### src/rtl/gs_pkg.sv
package gs_pkg;

  typedef enum logic [3:0] {
    S_IDLE, S_LOAD, S_DOT, S_COEF, S_SUB, S_SQ,
    S_ROOT, S_RWAIT, S_DIV, S_DWAIT, S_OUT
  } gs_state_e;

  // round half up at bit position f, arithmetic shift
  function automatic logic signed [63:0] rshr(input logic signed [63:0] x,
                                              input int unsigned f);
    return (x + (64'sd1 <<< (f - 1))) >>> f;
  endfunction

endpackage

### src/rtl/gs_isqrt.sv
module gs_isqrt #(
  parameter int SW = 34
) (
  input  logic          clk,
  input  logic          rst_n,
  input  logic          go_i,
  input  logic [SW-1:0] op_i,
  output logic          done_o,
  output logic [SW/2-1:0] root_o
);
  localparam int RW = SW / 2;
  localparam int CW = $clog2(RW + 1);

  logic          run_q, run_d, done_d;
  logic [CW-1:0] cnt_q, cnt_d;
  logic [SW-1:0] opsh_q, opsave_q;
  logic [RW+1:0] rem_q;
  logic [RW-1:0] root_q;
  logic [RW+2:0] rem_sh, trial, rem_sub;
  logic          ge;
  logic          last;

  assign rem_sh  = {rem_q[RW:0], opsh_q[SW-1:SW-2]};
  assign trial   = {1'b0, root_q, 2'b01};
  assign ge      = rem_sh >= trial;
  assign rem_sub = rem_sh - trial;
  assign last    = run_q && (cnt_q == CW'(RW - 1));

  always_comb begin
    run_d  = run_q;
    cnt_d  = cnt_q;
    done_d = 1'b0;
    if (go_i) begin
      run_d = 1'b1;
      cnt_d = '0;
    end else if (run_q) begin
      cnt_d = cnt_q + 1'b1;
      if (last) begin
        run_d  = 1'b0;
        done_d = 1'b1;
      end
    end
  end

  always_ff @(posedge clk or negedge rst_n) begin
    if (!rst_n) begin
      run_q  <= 1'b0;
      cnt_q  <= '0;
      done_o <= 1'b0;
    end else begin
      run_q  <= run_d;
      cnt_q  <= cnt_d;
      done_o <= done_d;
    end
  end

  always_ff @(posedge clk) begin
    if (go_i) begin
      opsh_q   <= op_i;
      opsave_q <= op_i;
      rem_q    <= '0;
      root_q   <= '0;
    end else if (run_q) begin
      opsh_q <= opsh_q << 2;
      rem_q  <= ge ? rem_sub[RW+1:0] : rem_sh[RW+1:0];
      root_q <= {root_q[RW-2:0], ge};
    end
  end

  assign root_o = root_q;

  logic [SW+1:0] r_ext, sq_lo, sq_hi;
  assign r_ext = (SW+2)'(root_q);
  assign sq_lo = r_ext * r_ext;
  assign sq_hi = (r_ext + 1'b1) * (r_ext + 1'b1);

  // the root is the exact floor square root of the latched operand
  assert_root_floor_R4: assert property (@(posedge clk) disable iff (!rst_n)
    done_o |-> (sq_lo <= (SW+2)'(opsave_q)) && (sq_hi > (SW+2)'(opsave_q)));

endmodule

### src/rtl/gs_recip.sv
module gs_recip #(
  parameter int RW = 17,
  parameter int NW = 29
) (
  input  logic          clk,
  input  logic          rst_n,
  input  logic          go_i,
  input  logic [RW-1:0] den_i,
  output logic          done_o,
  output logic [NW-1:0] quo_o
);
  localparam int CW = $clog2(NW + 1);

  logic          run_q, run_d, done_d;
  logic [CW-1:0] cnt_q, cnt_d;
  logic [NW-1:0] nsh_q, quo_q;
  logic [RW:0]   rem_q, rem_sh, rem_sub;
  logic [RW-1:0] den_q;
  logic          ge;
  logic          last;

  assign rem_sh  = {rem_q[RW-1:0], nsh_q[NW-1]};
  assign ge      = rem_sh >= {1'b0, den_q};
  assign rem_sub = rem_sh - {1'b0, den_q};
  assign last    = run_q && (cnt_q == CW'(NW - 1));

  always_comb begin
    run_d  = run_q;
    cnt_d  = cnt_q;
    done_d = 1'b0;
    if (go_i) begin
      run_d = 1'b1;
      cnt_d = '0;
    end else if (run_q) begin
      cnt_d = cnt_q + 1'b1;
      if (last) begin
        run_d  = 1'b0;
        done_d = 1'b1;
      end
    end
  end

  always_ff @(posedge clk or negedge rst_n) begin
    if (!rst_n) begin
      run_q  <= 1'b0;
      cnt_q  <= '0;
      done_o <= 1'b0;
    end else begin
      run_q  <= run_d;
      cnt_q  <= cnt_d;
      done_o <= done_d;
    end
  end

  always_ff @(posedge clk) begin
    if (go_i) begin
      nsh_q <= {1'b1, {(NW-1){1'b0}}};
      rem_q <= '0;
      quo_q <= '0;
      den_q <= den_i;
    end else if (run_q) begin
      nsh_q <= nsh_q << 1;
      rem_q <= ge ? rem_sub : rem_sh;
      quo_q <= {quo_q[NW-2:0], ge};
    end
  end

  assign quo_o = quo_q;

  localparam int PW = NW + RW + 1;
  logic [PW-1:0] p_lo, p_hi, numv;
  assign numv = PW'(1) << (NW - 1);
  assign p_lo = PW'(quo_q) * PW'(den_q);
  assign p_hi = (PW'(quo_q) + 1'b1) * PW'(den_q);

  // the reciprocal is the exact floor quotient for a non-zero norm
  assert_recip_floor_R4: assert property (@(posedge clk) disable iff (!rst_n)
    (done_o && den_q != '0) |-> (p_lo <= numv) && (p_hi > numv));

endmodule

### src/rtl/gs_decorr.sv
module gs_decorr #(
  parameter int W    = 16,
  parameter int FRAC = 14,
  parameter int DIM  = 4,
  parameter int NREF = 2,
  parameter int TOL  = 16
) (
  input  logic         clk,
  input  logic         rst_n,
  input  logic         start_i,
  input  logic         vec_valid_i,
  input  logic [W-1:0] vec_data_i,
  input  logic         ref_valid_i,
  input  logic [W-1:0] ref_data_i,
  output logic         out_valid_o,
  output logic [W-1:0] out_data_o,
  output logic         done_o,
  output logic         conv_o,
  output logic         busy_o
);
  import gs_pkg::*;

  localparam int IW   = (DIM > 1) ? $clog2(DIM) : 1;
  localparam int WCW  = $clog2(DIM + 1);
  localparam int RTOT = NREF * DIM;
  localparam int RN   = (NREF > 0) ? NREF : 1;
  localparam int RSZ  = RN * DIM;
  localparam int RAW  = (RSZ > 1) ? $clog2(RSZ) : 1;
  localparam int RCW  = (RTOT > 0) ? $clog2(RTOT + 1) : 1;
  localparam int JW   = (RN > 1) ? $clog2(RN) : 1;
  localparam int PW   = 2 * W;
  localparam int ACCW = PW + IW + 1;
  localparam int SW   = ((PW + IW + 1) / 2) * 2;
  localparam int RW   = SW / 2;
  localparam int NW   = 2 * FRAC + 1;
  localparam logic signed [63:0] MAXV = 64'((64'sd1 <<< (W - 1)) - 1);
  localparam logic signed [63:0] MINV = -MAXV - 64'sd1;
  localparam logic signed [63:0] TOLV = 64'(TOL);

  function automatic logic signed [W-1:0] satw(input logic signed [63:0] x);
    if (x > MAXV)      return MAXV[W-1:0];
    else if (x < MINV) return MINV[W-1:0];
    else               return x[W-1:0];
  endfunction

  gs_state_e state_q, state_d;
  logic [IW-1:0]  idx_q;
  logic [JW-1:0]  jdx_q;
  logic [WCW-1:0] wcnt_q;
  logic [RCW-1:0] rcnt_q;
  logic           conv_run_q;

  logic signed [W-1:0]    wv   [DIM];
  logic signed [W-1:0]    orig [DIM];
  logic signed [W-1:0]    refm [RSZ];
  logic signed [ACCW-1:0] acc_q;
  logic signed [W-1:0]    coef_q;

  logic          sq_done, dv_done;
  logic [RW-1:0] sq_root;
  logic [NW-1:0] dv_quo;

  logic last_el, last_ref, load_full;
  logic [RAW-1:0] raddr;
  logic signed [W-1:0]  rsel, wsel;
  logic signed [63:0]   mac, sub_term, sc_full, diff;
  logic signed [W-1:0]  coef_n, sub_n, sc;
  logic                 close;

  assign last_el   = (idx_q == IW'(DIM - 1));
  assign last_ref  = (int'(jdx_q) == NREF - 1);
  assign load_full = (wcnt_q == WCW'(DIM)) && (rcnt_q == RCW'(RTOT));
  assign raddr     = RAW'(int'(jdx_q) * DIM + int'(idx_q));
  assign rsel      = refm[raddr];
  assign wsel      = wv[idx_q];

  // shared multiply-accumulate operand: projection or squared norm
  assign mac      = (state_q == S_SQ) ? 64'(wsel) * 64'(wsel)
                                      : 64'(wsel) * 64'(rsel);
  assign coef_n   = satw(rshr(64'(acc_q), FRAC));
  assign sub_term = rshr(64'(coef_q) * 64'(rsel), FRAC);
  assign sub_n    = satw(64'(wsel) - sub_term);
  assign sc_full  = rshr(64'(wsel) * $signed({{(64-NW){1'b0}}, dv_quo}), FRAC);
  assign sc       = satw(sc_full);
  assign diff     = 64'(sc) - 64'(orig[idx_q]);
  assign close    = (diff <= TOLV) && (diff >= -TOLV);

  // next-state logic
  always_comb begin
    state_d = state_q;
    unique case (state_q)
      S_IDLE:  if (start_i) state_d = S_LOAD;
      S_LOAD:  if (load_full) state_d = (NREF > 0) ? S_DOT : S_SQ;
      S_DOT:   if (last_el) state_d = S_COEF;
      S_COEF:  state_d = S_SUB;
      S_SUB:   if (last_el) state_d = last_ref ? S_SQ : S_DOT;
      S_SQ:    if (last_el) state_d = S_ROOT;
      S_ROOT:  state_d = S_RWAIT;
      S_RWAIT: if (sq_done) state_d = S_DIV;
      S_DIV:   state_d = S_DWAIT;
      S_DWAIT: if (dv_done) state_d = S_OUT;
      S_OUT:   if (last_el) state_d = S_IDLE;
      default: state_d = S_IDLE;
    endcase
  end

  // control registers
  always_ff @(posedge clk or negedge rst_n) begin
    if (!rst_n) begin
      state_q     <= S_IDLE;
      idx_q       <= '0;
      jdx_q       <= '0;
      wcnt_q      <= '0;
      rcnt_q      <= '0;
      conv_run_q  <= 1'b0;
      out_valid_o <= 1'b0;
      out_data_o  <= '0;
      done_o      <= 1'b0;
      conv_o      <= 1'b0;
    end else begin
      state_q     <= state_d;
      out_valid_o <= 1'b0;
      done_o      <= 1'b0;
      conv_o      <= 1'b0;
      if (state_q == S_IDLE && start_i) begin
        wcnt_q     <= '0;
        rcnt_q     <= '0;
        jdx_q      <= '0;
        idx_q      <= '0;
        conv_run_q <= 1'b1;
      end
      if (state_q == S_LOAD) begin
        if (vec_valid_i && wcnt_q < WCW'(DIM))  wcnt_q <= wcnt_q + 1'b1;
        if (ref_valid_i && rcnt_q < RCW'(RTOT)) rcnt_q <= rcnt_q + 1'b1;
      end
      if (state_q == S_DOT || state_q == S_SUB || state_q == S_SQ ||
          state_q == S_OUT) begin
        idx_q <= last_el ? '0 : idx_q + 1'b1;
      end
      if (state_q == S_SUB && last_el && !last_ref) jdx_q <= jdx_q + 1'b1;
      if (state_q == S_OUT) begin
        out_valid_o <= 1'b1;
        out_data_o  <= sc;
        conv_run_q  <= conv_run_q & close;
        done_o      <= last_el;
        conv_o      <= last_el & conv_run_q & close;
      end
    end
  end

  // datapath registers (no reset)
  always_ff @(posedge clk) begin
    if (state_q == S_LOAD) begin
      if (vec_valid_i && wcnt_q < WCW'(DIM)) begin
        wv[IW'(wcnt_q)]   <= vec_data_i;
        orig[IW'(wcnt_q)] <= vec_data_i;
      end
      if (ref_valid_i && rcnt_q < RCW'(RTOT)) refm[RAW'(rcnt_q)] <= ref_data_i;
    end
    if (state_q == S_LOAD || state_q == S_COEF) acc_q <= '0;
    else if (state_q == S_DOT || state_q == S_SQ) acc_q <= ACCW'(64'(acc_q) + mac);
    if (state_q == S_COEF) coef_q <= coef_n;
    if (state_q == S_SUB)  wv[idx_q] <= sub_n;
  end

  assign busy_o = (state_q != S_IDLE);

  gs_isqrt #(.SW(SW)) u_sqrt (
    .clk    (clk),
    .rst_n  (rst_n),
    .go_i   (state_q == S_ROOT),
    .op_i   (acc_q[SW-1:0]),
    .done_o (sq_done),
    .root_o (sq_root)
  );

  gs_recip #(.RW(RW), .NW(NW)) u_recip (
    .clk    (clk),
    .rst_n  (rst_n),
    .go_i   (state_q == S_DIV),
    .den_i  (sq_root),
    .done_o (dv_done),
    .quo_o  (dv_quo)
  );

  // load counters never run past their targets
  assert_load_bound_R1: assert property (@(posedge clk) disable iff (!rst_n)
    (wcnt_q <= WCW'(DIM)) && (rcnt_q <= RCW'(RTOT)));

  // done only together with an output element
  assert_done_valid_R5: assert property (@(posedge clk) disable iff (!rst_n)
    done_o |-> out_valid_o);

  // a start while computing never reopens the load window
  assert_start_ignored_R6: assert property (@(posedge clk) disable iff (!rst_n)
    (state_q != S_IDLE && state_q != S_LOAD && start_i) |=> state_q != S_LOAD);

  // the convergence flag only accompanies done
  assert_conv_done_R7: assert property (@(posedge clk) disable iff (!rst_n)
    conv_o |-> done_o);

endmodule

### config.mk
export PLATFORM = sky130hd
export DESIGN_NAME = gs_decorr
export DESIGN_NICKNAME = d
export VERILOG_FILES = /design/src/rtl/gs_pkg.sv /design/src/rtl/gs_isqrt.sv /design/src/rtl/gs_recip.sv /design/src/rtl/gs_decorr.sv
export SDC_FILE = /design/constraint.sdc
export NUM_CORES = 2
export LEC_CHECK = 0
export ABC_AREA = 1
export BUFFER_PORTS_ARGS = -buffer_cell sky130_fd_sc_hd__clkbuf_2
export CORE_AREA = 3 3 527 268
export DETAILED_ROUTE_END_ITERATION = 6
export DIE_AREA = 0 0 530 271
export HOLD_SLACK_MARGIN = 0.03
export PLACE_DENSITY = 0.67
export SYNTH_ARGS = -nofsm -noshare
export SYNTH_HDL_FRONTEND = slang
export SYNTH_SLANG_ARGS = --single-unit
### constraint.sdc
create_clock -name clk -period 26.9 [get_ports clk]
set_clock_uncertainty 0.15 [all_clocks]
set_input_delay 1.345 -clock clk [delete_from_list [all_inputs] [get_ports clk]]
set_output_delay 1.345 -clock clk [all_outputs]
set_load 0.1 [all_outputs]
==> metrics.md <==
| Metric | Value |
|---|---|
| Max Cap Violations | `0` |
| Pin count of the biggest net entering global routing | `82` |
| CTS HTree Levels | `2` |
| Wire length per cell | `21.27 microns` |
| Synth area leaders | `fa_1 34%, edfxtp_1 14%, inv_1 9.5%` |
| Worst path bufs/invs | `11` |
| # setup viols final | `0` |
| Register bit total from synthesis | `488` |
| Worst R2R Setup Slack | `14.35 ns` |
| Top achievable clock speed | `0.07968 GHz` |
| Total number of vias | `54220` |
| Top Ports | `57` |
| Wirelength, routed | `209000 microns` |
| Syn nets | `9731` |
| Yosys top cell by area | `fa_1` |
| Hold Crit Start | `u_sqrt.root_o[9]$_SDFFE_PP0P_` |
| Hold-fix buffers, CTS | `0` |
| Min Hold Slack | `0.2793 ns` |
| Synth unique cells | `66` |
| Synth Instances | `8040` |
| Postcts setup bufs | `0` |
| Grt ovf | `0` |
| Crit path max fanout | `64` |
| Vias in the first global route | `53860` |
| Failing checks | `DRC` |
| Post-place instance area | `0.07059 sq mm` |
| Area share of the largest cell type after synthesis | `33.65%` |
| Row cnt | `96` |
| Synthesis Warnings | `0` |
| CP Launch Point | `idx_q[0]$_DFFE_PN0P_` |
| TritonCTS clock tree | `built` |
| Clk root buf | `clkbuf_16` |
| Arr. time, crit path | `12.94 ns` |
| Post-synth top flop | `edfxtp_1` |
| Measured slew at the worst slew-check pin | `1.336 ns` |
| GPL Wtd Cong | `1.013` |
| CP max stage cell | `dfrtp_4` |
| Syn_area_per_cell | `8.494 sq um` |
| ANT nets after route | `0` |
| Worst slew margin | `10.91%` |
| Dpl hpwl | `165100 microns` |
| Height of the die | `271 microns` |
| Fin. max-slew vios | `0` |
| Vias/cell | `5.519` |
| Worst hold path type | `reg2reg` |
| Tcrit/Tclk final | `46.65%` |
| Post-CTS sizing | `0` |
| Synth Cell Area | `0.06829 sq mm` |
| Max clock buf depth | `3` |
| Critical path launch point type | `register` |
| Die area | `0.1436 sq mm` |
| I/O Buffers | `56` |
| WS Path Type | `reg2reg` |
| Post-synth ARST share | `9.836%` |
| Num CTS Buffers | `46` |
| Area Overhead vs Synth | `5.608%` |
| CP top delay family | `adder cells` |
| Fin. Hold Viols | `0` |
| Setup TNS | `0 ns` |
| Ratio of cells with drive above 1 in the final layout | `4.209%` |
| Starting Density | `49.96%` |
| Global-route wire length before repair | `324600 microns` |
| Proportion of synthesized chip area in sequential cells | `19.39%` |
| CTS clock-pin slew for the worst setup and hold paths | `0.07 ns` |
| EDFF count, synth | `323` |
| Status | `complete, but fails checks` |
| Initial DRC count | `5593` |
| Gr usage total | `29.68%` |
| Remaining DRCs | `14` |
| Initial antenna violation count | `13` |
| Min cycle time layout | `12.55 ns` |
| Most frequent CP cell | `nand2_1` |
| FF-to-FF Start | `idx_q[0]$_DFFE_PN0P_` |
| RSZ-0062 raised after global routing | `no` |
| Die X | `530 microns` |
| Worst-Skew Late Latency | `0.64 ns` |
| Fin area | `0.07212 sq mm` |
| CP required | `27.29 ns` |
| Core box area | `0.1367 sq mm` |
| Slowest stage delay, CP | `0.71 ns` |
| Final core utilization | `52.76%` |
| Final net count | `9661` |
| Critical path endpoint category | `register` |
| DRT Pass-1 Iters | `7` |
| Num Clock Sinks | `488` |
## final timing paths
| check | end | depth (start not counted) |
|---|---|---|
| max | conv_o$_DFF_PN0_ | 52 |
| min | u_recip.den_q[9]$_DFFE_PP_ | 0 |
| max reg2reg | conv_o$_DFF_PN0_ | 52 |
| min reg2reg | u_recip.den_q[9]$_DFFE_PP_ | 0 |
| max in group asynchronous | idx_q[0]$_DFFE_PN0P_ | 2 |
| min in group asynchronous | wcnt_q[2]$_DFF_PN0_ | 2 |
## stage by stage
stage,worst slack [ns],cells
final,14.35,9824
after global placement,14.76,9735
after CTS,14.68,9820
after global routing,13.59,9822
after detailed placement,14.67,9735
after floorplan,17.39,8040
## state kept, by name, summed over array words and instances, names as in the netlist, 17 cells and up
| register | cells |
|---|---|
| u_recip.rem_q | 17 |
| u_sqrt.opsh_q | 34 |
| u_recip.quo_o | 29 |
| u_recip.den_q | 17 |
| orig | 64 |
| u_sqrt.root_o | 17 |
| wv | 64 |
| acc_q | 35 |
| u_sqrt.rem_q | 18 |
| refm | 128 |
## layout make-up
| cell class | count | area (sq um) |
|---|---|---|
| clock inverters | 29 | 277.8 |
| diodes | 4 | 10.01 |
| clock buffers | 56 | 1240 |
| fillers | 12790 | 64570 |
| multi-input cells | 5505 | 47400 |
| well taps | 1813 | 2268 |
| flip-flops and latches | 488 | 13250 |
| repair buffers | 153 | 1008 |
| inverters | 1776 | 6668 |
## synth_stat cells (10+ instances only)
master	number
nor4_1	14
nor2_1	860
nand3b_1	10
o221ai_1	35
a32o_1	15
dfrtp_1	48
edfxtp_1	323
ha_1	506
o21ai_0	295
o211ai_1	40
buf_2	10
inv_2	17
nand2_1	1540
a21oi_1	336
a31oi_1	22
nand2_2	39
o22ai_1	29
a22oi_1	31
a21o_1	23
clkinv_1	23
nand3_1	165
xnor2_1	74
buf_1	38
clkbuf_1	219
dfxtp_1	117
nand4_1	35
inv_1	1736
xor2_1	109
o21bai_1	27
nor3_1	49
fa_1	1148
## placed cells by master (no fill, tap or decap), types with 9 or more instances in the layout
master | synthesis | final
a211oi_1 | 9 | 9
a21boi_0 | 9 | 9
a21o_1 | 23 | 23
a21oi_1 | 336 | 335
a22oi_1 | 31 | 31
a31oi_1 | 22 | 22
a32o_1 | 15 | 15
buf_4 | 0 | 97
clkbuf_16 | 0 | 47
clkbuf_2 | 0 | 56
clkinv_1 | 23 | 32
dfrtp_1 | 48 | 46
dfxtp_1 | 117 | 117
edfxtp_1 | 323 | 323
fa_1 | 1148 | 1148
ha_1 | 506 | 506
inv_1 | 1736 | 1734
inv_2 | 17 | 20
nand2_1 | 1540 | 1529
nand2_2 | 39 | 50
nand3_1 | 165 | 165
nand3b_1 | 10 | 10
nand4_1 | 35 | 35
nor2_1 | 860 | 855
nor3_1 | 49 | 43
nor3_2 | 3 | 9
nor4_1 | 14 | 14
o211ai_1 | 40 | 40
o21ai_0 | 295 | 295
o21ai_1 | 9 | 9
o21bai_1 | 27 | 27
o221ai_1 | 35 | 35
o22ai_1 | 29 | 29
or2_2 | 9 | 9
xnor2_1 | 74 | 74
xor2_1 | 109 | 109
## metal layers
metal / up-vias / track usage [%] / wire length [microns]
met4: 6 / 4.634 / 3253
li1: 24490 / - / -
met3: 214 / 10.46 / 29340
met1: 26930 / 45.95 / 94410
met2: 2582 / 40.12 / 81950
met5: - / 0 / 36
## cells by family after synthesis
| group | synth area share (%) |
|---|---|
| buffers and inverters | 11.33 |
| AND/OR/NAND/NOR | 16.14 |
| adder cells (fa/ha/maj) | 42.92 |
| AO/OA/AOI/OAI | 7.812 |
| multiplexers | 0.01466 |
| flip-flops | 19.39 |
| XOR/XNOR | 2.387 |
Power is left out: the tool's default activity adds up to more than one toggle a clock period on the data nets, which glitch-free logic cannot reach.
